--- src/rtl/act_gate_pkg.sv ---
package act_gate_pkg;

  // Stall reason code, higher value means higher priority
  typedef enum logic [1:0] {
    STALL_NONE    = 2'd0,
    STALL_SPACING = 2'd1,
    STALL_WINDOW  = 2'd2,
    STALL_REFRESH = 2'd3
  } stall_e;

endpackage

--- src/rtl/act_cfg_latch.sv ---
module act_cfg_latch #(
  parameter int RRD_W     = 6,
  parameter int FAW_W     = 8,
  parameter int MIN_RRD   = 4,
  parameter int ACT_LIMIT = 4
) (
  input  logic             clk,
  input  logic             rst,
  input  logic             fire,
  input  logic [RRD_W-1:0] rrd_in,
  input  logic [FAW_W-1:0] faw_in,
  output logic [RRD_W-1:0] rrd_q,
  output logic [FAW_W-1:0] faw_q,
  output logic             locked
);

  logic [RRD_W-1:0] rrd_c;
  logic [FAW_W-1:0] faw_floor;
  logic [FAW_W-1:0] faw_c;

  // Raise both settings to their legal floors
  always_comb begin
    rrd_c     = (int'(rrd_in) < MIN_RRD) ? RRD_W'(MIN_RRD) : rrd_in;
    faw_floor = FAW_W'(ACT_LIMIT * int'(rrd_c));
    faw_c     = (faw_in < faw_floor) ? faw_floor : faw_in;
  end

  // Settings follow the inputs until the first grant, then freeze
  always_ff @(posedge clk) begin
    if (rst) begin
      locked <= 1'b0;
      rrd_q  <= rrd_c;
      faw_q  <= faw_c;
    end else begin
      if (fire) locked <= 1'b1;
      if (!locked && !fire) begin
        rrd_q <= rrd_c;
        faw_q <= faw_c;
      end
    end
  end

  p_cfg_frozen_r9: assert property (@(posedge clk) disable iff (rst)
    locked |=> ($stable(rrd_q) && $stable(faw_q)));

  p_cfg_floor_r8: assert property (@(posedge clk) disable iff (rst)
    (int'(rrd_q) >= MIN_RRD) && (int'(faw_q) >= ACT_LIMIT * int'(rrd_q)));

endmodule

--- src/rtl/act_spacing_timer.sv ---
module act_spacing_timer #(
  parameter int RRD_W = 6
) (
  input  logic             clk,
  input  logic             rst,
  input  logic             fire,
  input  logic [RRD_W-1:0] rrd_q,
  output logic             ready
);

  logic [RRD_W-1:0] rem;

  // Cycles left before another grant may follow the last one
  always_ff @(posedge clk) begin
    if (rst) begin
      rem <= '0;
    end else if (fire) begin
      rem <= rrd_q - RRD_W'(1);
    end else if (rem != '0) begin
      rem <= rem - RRD_W'(1);
    end
  end

  assign ready = (rem == '0);

  p_spacing_bound_r1: assert property (@(posedge clk) disable iff (rst)
    rem < rrd_q);

endmodule

--- src/rtl/act_window_tracker.sv ---
module act_window_tracker #(
  parameter int FAW_W     = 8,
  parameter int ACT_LIMIT = 4
) (
  input  logic             clk,
  input  logic             rst,
  input  logic             fire,
  input  logic [FAW_W-1:0] faw_q,
  output logic             ready
);

  localparam int PTR_W = (ACT_LIMIT > 1) ? $clog2(ACT_LIMIT) : 1;

  logic [FAW_W-1:0] rem [ACT_LIMIT];
  logic [PTR_W-1:0] ptr;

  // ptr marks the oldest grant, which is also the next slot to reuse
  always_ff @(posedge clk) begin
    if (rst) begin
      ptr <= '0;
    end else if (fire) begin
      ptr <= (int'(ptr) == ACT_LIMIT - 1) ? '0 : ptr + PTR_W'(1);
    end
  end

  for (genvar g = 0; g < ACT_LIMIT; g++) begin : g_slot
    always_ff @(posedge clk) begin
      if (rst) begin
        rem[g] <= '0;
      end else if (fire && (int'(ptr) == g)) begin
        rem[g] <= faw_q - FAW_W'(1);
      end else if (rem[g] != '0) begin
        rem[g] <= rem[g] - FAW_W'(1);
      end
    end

    // The oldest slot always expires first
    p_oldest_first_r2: assert property (@(posedge clk) disable iff (rst)
      rem[ptr] <= rem[g]);
  end

  assign ready = (rem[ptr] == '0);

endmodule

--- src/rtl/act_rate_gate.sv ---
module act_rate_gate
  import act_gate_pkg::*;
#(
  parameter int RRD_W     = 6,
  parameter int FAW_W     = RRD_W + 2,
  parameter int MIN_RRD   = 4,
  parameter int ACT_LIMIT = 4
) (
  input  logic             clk,
  input  logic             rst,
  input  logic             act_req,
  input  logic             refresh_busy,
  input  logic [RRD_W-1:0] cfg_rrd,
  input  logic [FAW_W-1:0] cfg_faw,
  output logic             act_grant,
  output logic [1:0]       stall_why
);

  logic [RRD_W-1:0] rrd_q;
  logic [FAW_W-1:0] faw_q;
  logic             locked;
  logic             sp_ready;
  logic             win_ready;
  stall_e           why;

  act_cfg_latch #(
    .RRD_W(RRD_W), .FAW_W(FAW_W), .MIN_RRD(MIN_RRD), .ACT_LIMIT(ACT_LIMIT)
  ) u_cfg (
    .clk(clk), .rst(rst), .fire(act_grant),
    .rrd_in(cfg_rrd), .faw_in(cfg_faw),
    .rrd_q(rrd_q), .faw_q(faw_q), .locked(locked)
  );

  act_spacing_timer #(.RRD_W(RRD_W)) u_space (
    .clk(clk), .rst(rst), .fire(act_grant), .rrd_q(rrd_q), .ready(sp_ready)
  );

  act_window_tracker #(.FAW_W(FAW_W), .ACT_LIMIT(ACT_LIMIT)) u_win (
    .clk(clk), .rst(rst), .fire(act_grant), .faw_q(faw_q), .ready(win_ready)
  );

  always_comb begin
    act_grant = act_req && !refresh_busy && sp_ready && win_ready;
    if (!act_req || act_grant) why = STALL_NONE;
    else if (refresh_busy)     why = STALL_REFRESH;
    else if (!win_ready)       why = STALL_WINDOW;
    else                       why = STALL_SPACING;
  end

  assign stall_why = why;

  // Checker: cycles since last grant, counted apart from the spacing timer
  logic [FAW_W:0] gap;
  logic           seen;
  always_ff @(posedge clk) begin
    if (rst) begin
      gap  <= '0;
      seen <= 1'b0;
    end else if (act_grant) begin
      gap  <= (FAW_W+1)'(1);
      seen <= 1'b1;
    end else if (gap != '1) begin
      gap  <= gap + (FAW_W+1)'(1);
    end
  end

  p_gap_min_r1: assert property (@(posedge clk) disable iff (rst)
    (act_grant && seen) |-> (int'(gap) >= int'(rrd_q)));

  p_refresh_block_r5: assert property (@(posedge clk) disable iff (rst)
    refresh_busy |-> !act_grant);

  p_grant_needs_req_r6: assert property (@(posedge clk) disable iff (rst)
    act_grant |-> act_req);

  p_reason_refresh_r7: assert property (@(posedge clk) disable iff (rst)
    (act_req && refresh_busy) |-> (stall_why == 2'd3));

  p_first_free_r10: assert property (@(posedge clk) disable iff (rst)
    (!locked && act_req && !refresh_busy) |-> act_grant);

endmodule

--- config.mk ---
export PLATFORM = sky130hd
export DESIGN_NAME = act_rate_gate
export DESIGN_NICKNAME = d
export VERILOG_FILES = /design/src/rtl/act_gate_pkg.sv /design/src/rtl/act_cfg_latch.sv /design/src/rtl/act_spacing_timer.sv /design/src/rtl/act_window_tracker.sv /design/src/rtl/act_rate_gate.sv
export SDC_FILE = /design/constraint.sdc
export NUM_CORES = 1
export LEC_CHECK = 0
export ABC_AREA = 0
export BUFFER_PORTS_ARGS = -buffer_cell sky130_fd_sc_hd__buf_4
export CORE_MARGIN = 1
export CORE_UTILIZATION = 55
export DETAILED_ROUTE_END_ITERATION = 10
export PLACE_DENSITY_LB_ADDON = 0.3
export SYNTH_ARGS = -nofsm -noshare
export SYNTH_HDL_FRONTEND = slang
export SYNTH_SLANG_ARGS = --single-unit
--- constraint.sdc ---
create_clock -name clk -period 3.5 [get_ports clk]
set_input_delay 0.35 -clock clk [delete_from_list [all_inputs] [get_ports clk]]
set_output_delay 0.35 -clock clk [all_outputs]
set_load 0.05 [all_outputs]
==> results of run 1 <==
## stage by stage
step | std cells | util [%]
finish | 477 | 65.9
global route | 477 | 65.9
CTS | 477 | 65.9
detailed placement | 461 | 62.1
global placement | 461 | 62.1
floorplan | 375 | -
## critical path, delay by kind of cell (launching register included)
kind,cells,cell delay (ns)
AO/OA/AOI/OAI,2,0.67
AND/OR/NAND/NOR,2,0.81
buffers and inverters,2,0.38
flip-flops,1,0.45
## power by group through the flow
| stage | Sequential (W) | Clock (W) | Combinational, W |
|---|---|---|---|
| 2_1_floorplan | 0.00114 | 0 | 0.000971 |
| 3_3_place_gp | 0.00117 | 0 | 0.00116 |
| 3_5_place_dp | 0.00118 | 0 | 0.00119 |
| 4_1_cts | 0.00117 | 0.000678 | 0.00120 |
| 5_1_grt | 0.00120 | 0.000702 | 0.00136 |
| 6_report | 0.00118 | 0.000666 | 0.00121 |
## cells in the final DEF (no fill, tap or decap), types with 3 or more instances in the layout
| cell type | count |
|---|---|
| or3_1 | 5 |
| inv_1 | 20 |
| ha_1 | 19 |
| nand3b_1 | 3 |
| mux2_2 | 6 |
| clkbuf_8 | 10 |
| buf_4 | 22 |
| o211ai_2 | 4 |
| nor3_1 | 13 |
| o21ai_0 | 32 |
| xor2_1 | 13 |
| clkbuf_16 | 3 |
| a21oi_1 | 8 |
| edfxtp_1 | 46 |
| or2_2 | 3 |
| xnor2_1 | 14 |
| a21o_1 | 5 |
| nand2b_1 | 8 |
| o21a_1 | 3 |
| nor2_1 | 55 |
| mux2i_1 | 5 |
| dfxtp_1 | 11 |
| nand2_1 | 49 |
| nor4_1 | 4 |
## worst max-delay path by stage
stage,start,end,slack (ns),cells past startpoint
after floorplan,u_win.rem[2][2],u_space.rem[4],0.70,12
after global placement,cfg_rrd[5],u_cfg.faw_q[6],0.66,9
after detailed placement,u_win.rem[0][2],u_space.rem[4],0.55,11
after CTS,u_win.rem[0][2],act_grant,0.50,6
after global routing,u_win.rem[0][2],act_grant,0.40,6
final,u_win.rem[0][2],act_grant,0.50,6
## final cells by class
cell class,count,share of cell area (%)
repair buffers,22,4.14
inverters,20,1.88
clock inverters,2,0.282
well taps,75,2.35
clock buffers,14,5.42
multi-input cells,287,45.8
flip-flops and latches,57,40.1
## flip-flops by register name (all words and copies together) (netlist names), named ones only
name and flops:
u_space.rem 6, u_cfg.faw_q 8, u_win.ptr 2, u_cfg.locked 1, u_win.rem 32, u_cfg.rrd_q 6
## metal layers
metal	global-route usage (%)	vias up
li1	-	1366
met1	29.0	1237
met2	39.7	69
met3	4.18	14
met4	11.8	0
met5	0	-
## cells by family after synthesis
kind of cell | Yosys count
fa+ha+maj | 19
flops | 57
buf+inv | 31
xor+xnor | 27
compound gates | 67
mux | 11
simple gates | 163
==> impl_metrics.py, run 1 <==
metrics = {
    "worst_setup_path": {
        "path_cells": "or4_4, nor3_2, a32o_2, o211a_1, buf_4, buf_4",
        "startpoint_type": "flip-flop",
        "slowest_stage": "or4_4",
        "cp-end-kind": "output pin",
        "worstPathMaxFanout": 8,
        "reg2reg_slack_ns": 0.53,
        "required_ns": 3.15,
        "max_stage_delay_ns": 0.58,
        "ff2ff_path_depth": 11,
        "criticalPathCategory": "flip-flop to output pin",
        "critPathArrivalTime_ns": 2.65,
        "r2r-end": "u_space.rem[4]",
        "r2r_start": "u_win.rem[0][2]",
        "crit_path_frequent_cell": "buf_4",
    },
    "timing": {
        "rsz0062_at_grt": "no",
        "finalSetupTns_ns": 0,
        "max_slew_margin_pct": 56.1,
        "drv_slew": 0,
        "fmax_ghz": 0.333,
        "finClkSkew_ns": 0.0101,
        "period_share_pct": 85.7,
        "setup_ws_ns": 0.500,
        "worst_pin_slew_ns": 0.659,
        "hold_ws_ns": 0.240,
        "period_minus_slack_ns": 3.00,
        "final_hold_viol_count": 0,
        "setup_violations": 0,
    },
    "power_and_ir_drop": {
        "vdd_drop_max_mv": 0.400,
        "power_density_nw_per_um2": 763,
        "p_sw_w": 0.00111,
        "leakage_nw": 1.65,
        "p_comb_share_pct": 39.6,
        "power_w": 0.00305,
        "intPower_w": 0.00194,
        "seqPwrFrac_pct": 38.5,
        "power_frac_clock_pct": 21.9,
        "p_sw_share_pct": 36.5,
    },
    "synth": {
        "synthSimpleGateAreaFrac_pct": 22.3,
        "synthXorXnorAreaFrac_pct": 6.66,
        "synth_area_leader_cell": "edfxtp_1",
        "yosys-top-cells-count": "nor2_1, nand2_1, edfxtp_1, o21ai_0, inv_1",
        "ys_types": 49,
        "yosysWarnings": 0,
        "yosys-mux-area-fraction_pct": 3.31,
        "avgSynthCellArea_um2": 9.47,
        "synth_top_family_by_area": "simple AND/OR/NAND/NOR gates",
        "synthAdderAreaFrac_pct": 6.69,
        "synth_compound_area_share_pct": 12.6,
        "netlist_area_um2": 3550,
        "synthCells": 375,
        "synth_seq_area_share_pct": 45.1,
        "synth_async_sr_flop_share_pct": 0,
        "synth_nets": 412,
        "synth-edff-count": 46,
        "yosys.cell_count.top_type": "nor2_1",
        "ys_seq_elements": 57,
        "synth_flop_cell": "edfxtp_1",
        "synth_top_area_share_pct": 38.9,
        "synth_area_leaders": "edfxtp_1, ha_1, dfxtp_1, nor2_1, nand2_1",
    },
    "placement": {
        "gp_congestion": 0.840,
        "dpl.hpwl_um": 5260,
        "pre_cts_ws_ns": 0.549,
        "io_buffers": 20,
        "placed_cell_area_um2": 3770,
    },
    "floorplanning": {
        "ios": 21,
        "fp.coreArea_um2": 6060,
        "die_width_um": 82.4,
        "start_util_pct": 58.6,
        "die_h_um": 82.4,
        "row_count": 28,
        "die-area_um2": 6780,
    },
    "global_routing": {
        "antenna_found_initial": 0,
        "grt_pass1_vias": 2565,
        "grt_overflow": 0,
        "grt_pass1_wl_um": 11600,
        "track_usage_pct": 23.6,
        "grt_max_degree": 28,
    },
    "clock_network": {
        "cts_max_level": 3,
        "clock-root-buffer": "clkbuf_8",
        "post-cts-setup-buffers": 0,
        "ctsResizeCount": 0,
        "cts_hold_buf": 0,
        "numCtsBuffers": 9,
        "clk_latency_ns": 0.33,
        "clockBufferDepth": 2,
        "clkSinkCount": 57,
        "cts_tree": "yes",
        "cts.clk_slew.worst_paths_ns": 0.07,
    },
    "job": {
        "maxCapViolations": 0,
    },
    "routing": {
        "highest_layer": "met4",
        "drt_iter0_drc": 115,
        "postRouteAntennaNets": 0,
        "drt_wl_total_um": 7210,
        "vias": 2686,
        "met1_length_um": 3120,
        "firstDrtPassIters": 4,
        "viasPerCell": 5.63,
        "wl_per_cell_um": 15.1,
        "route.met3.wl_um": 328,
        "drc": 0,
        "wl_met2_um": 3630,
    },
    "finish": {
        "drive_gt1_share_pct": 14.7,
        "seq_area_um2": 1600,
        "multiInputGateArea_um2": 1830,
        "finalNetCount": 434,
        "fill_cells": 510,
        "fin_area_um2": 3990,
        "syn2layout_area_growth_pct": 12.4,
        "diodes": 0,
    },
    "min_path": {
        "hold_start": "cfg_rrd[5]",
        "whs_path_depth": 1,
        "hold_class": "input pin to flip-flop",
        "whs_endpoint": "u_cfg.rrd_q[5]",
    },
    "outcome": {
        "status": "finished, final reports clean",
    },
}
Power figures use the tool's default switching activity.
==> run 2: changes to the inputs <==
CORE_MARGIN = 2   (was 1)
GPL_TIMING_DRIVEN = 0   (was unset)
==> run 2 against run 1 <==
Compared with the run above:
- combinational power hardly changed
- hold slack improved by 0.069 ns
- die area rose by 4.9%
- cell count increased by 2.1%
- critical path type is now flip-flop to flip-flop
- largest cell class unchanged
==> impl_metrics.py, run 2 (same netlist as run 1, synthesis figures left out) <==
metrics = {
    "routing": {
        "postRouteAntennaNets": 0,
        "drt_wl_total_um": 7140,
        "vias": 2732,
        "wl_per_cell_um": 14.7,
        "firstDrtPassIters": 5,
        "drc": 0,
        "drt_iter0_drc": 220,
        "viasPerCell": 5.61,
    },
    "outcome": {
        "status": "finished, final reports clean",
    },
    "worst_setup_path": {
        "cp_num_buf_inv": 1,
        "max_stage_delay_ns": 0.58,
        "worstPathMaxFanout": 10,
        "startpoint_type": "flip-flop",
        "path_cells": "or4_4, nor3_2, a32o_2, o211a_1, buf_4, a21oi_1, ha_1, or4b_2, nor3_1, a21o_1, nand2_1, a31oi_1",
        "criticalPathCategory": "flip-flop to flip-flop",
        "cp-end-kind": "flip-flop",
        "critPathArrivalTime_ns": 3.25,
        "path_delay_family": "simple AND/OR/NAND/NOR gates",
        "slowest_stage": "or4_4",
        "required_ns": 3.73,
    },
    "clock_network": {
        "clk_latency_ns": 0.34,
        "clock-root-buffer": "clkbuf_8",
        "cts_hold_buf": 0,
        "post-cts-setup-buffers": 0,
        "ctsResizeCount": 0,
        "clockBufferDepth": 2,
        "cts_tree": "yes",
        "cts_max_level": 3,
        "clkSinkCount": 57,
        "cts.clk_slew.worst_paths_ns": 0.06,
        "numCtsBuffers": 9,
    },
    "floorplanning": {
        "fp.coreArea_um2": 6310,
        "row_count": 29,
        "start_util_pct": 56.3,
        "die_h_um": 84.4,
        "die_width_um": 84.4,
        "ios": 21,
        "die-area_um2": 7120,
    },
    "min_path": {
        "hold_class": "input pin to flip-flop",
    },
    "finish": {
        "final_common_cell": "nor2_1",
        "final_util_pct": 63.0,
        "final_cells": 487,
        "drive_gt1_share_pct": 13.4,
        "top_regs": "u_win.rem: 32 flops, u_cfg.faw_q: 8 flops",
        "finalNetCount": 442,
        "largest-register": "u_win.rem",
        "syn2layout_area_growth_pct": 11.9,
        "largest_reg_flops": 32,
        "diodes": 0,
        "fill_cells": 559,
        "layout_common_cells": "nor2_1, nand2_1, edfxtp_1",
    },
    "timing": {
        "setup_violations": 0,
        "drv_slew": 0,
        "period_minus_slack_ns": 3.02,
        "period_share_pct": 86.3,
        "max_slew_margin_pct": 55.5,
        "finClkSkew_ns": 0.0101,
        "fmax_ghz": 0.331,
        "rsz0062_at_grt": "no",
        "final_hold_viol_count": 0,
        "worst_pin_slew_ns": 0.667,
        "finalSetupTns_ns": 0,
    },
    "global_routing": {
        "grt_max_degree": 15,
        "grt_pass1_vias": 2624,
        "antenna_found_initial": 0,
        "track_usage_pct": 21.7,
        "grt_pass1_wl_um": 12100,
        "grt_overflow": 0,
    },
    "power_and_ir_drop": {
        "vdd_drop_max_mv": 0.395,
        "power_w": 0.00294,
        "leakage_nw": 1.63,
        "power_density_nw_per_um2": 739,
    },
    "placement": {
        "io_buffers": 19,
        "dpl.hpwl_um": 5120,
        "gp_congestion": 0.833,
        "placed_cells": 471,
    },
    "job": {
        "maxCapViolations": 0,
    },
}
run 2: cell count changes in the layout (fill, tap and decap cells not counted), sizes merged:
cell,delta
inv,-1
clkbuf,+10
buf,-2
clkinv,+1
run 2: final cells by class:
class	count	area, um2	area share (%)
multi-input combinational	287	1830	46.0
sequential	57	1600	40.3
clock buffer	14	174	4.38
timing repair buffer	19	143	3.59
tap	77	96.3	2.42
inverter	20	75.1	1.89
buffer	11	45.0	1.13
clock inverter	2	10.0	0.252
run 2: worst paths after layout:
kind / start / endpoint / slack (ns) / cells past startpoint
min: cfg_rrd[3] / u_cfg.rrd_q[3] / 0.31 / 2
max reg2reg: u_win.rem[0][2] / u_space.rem[4] / 0.48 / 12
min reg2reg: u_cfg.locked / u_cfg.locked / 0.45 / 2
max: u_win.rem[0][2] / u_space.rem[4] / 0.48 / 12
run 2: metrics by stage:
step	hold WS (ns)	area [um2]	setup slack, ns
2_1_floorplan	0.423	3550	0.696
3_3_place_gp	0.432	3790	0.521
3_5_place_dp	0.441	3790	0.448
4_1_cts	0.301	3980	0.495
5_1_grt	0.318	3980	0.283
6_report	0.309	3980	0.479
run 2: power by group:
| part | switching (W) | internal, W | leakage, nW |
|---|---|---|---|
| Clock | 0.000257 | 0.000318 | 0.0956 |
| Combinational | 0.000676 | 0.000521 | 0.923 |
| Sequential | 0.000166 | 0.000999 | 0.609 |
run 2: layer usage:
| layer | share of wire (%) | global-route usage (%) | vias up | wire (um) |
|---|---|---|---|---|
| met5 | 0 | 0 | - | 0 |
| li1 | - | - | 1378 | - |
| met4 | 2.2 | 9.38 | 0 | 156 |
| met3 | 5.4 | 4.72 | 13 | 386 |
| met2 | 50 | 36.9 | 73 | 3570 |
| met1 | 42 | 26.6 | 1268 | 3030 |
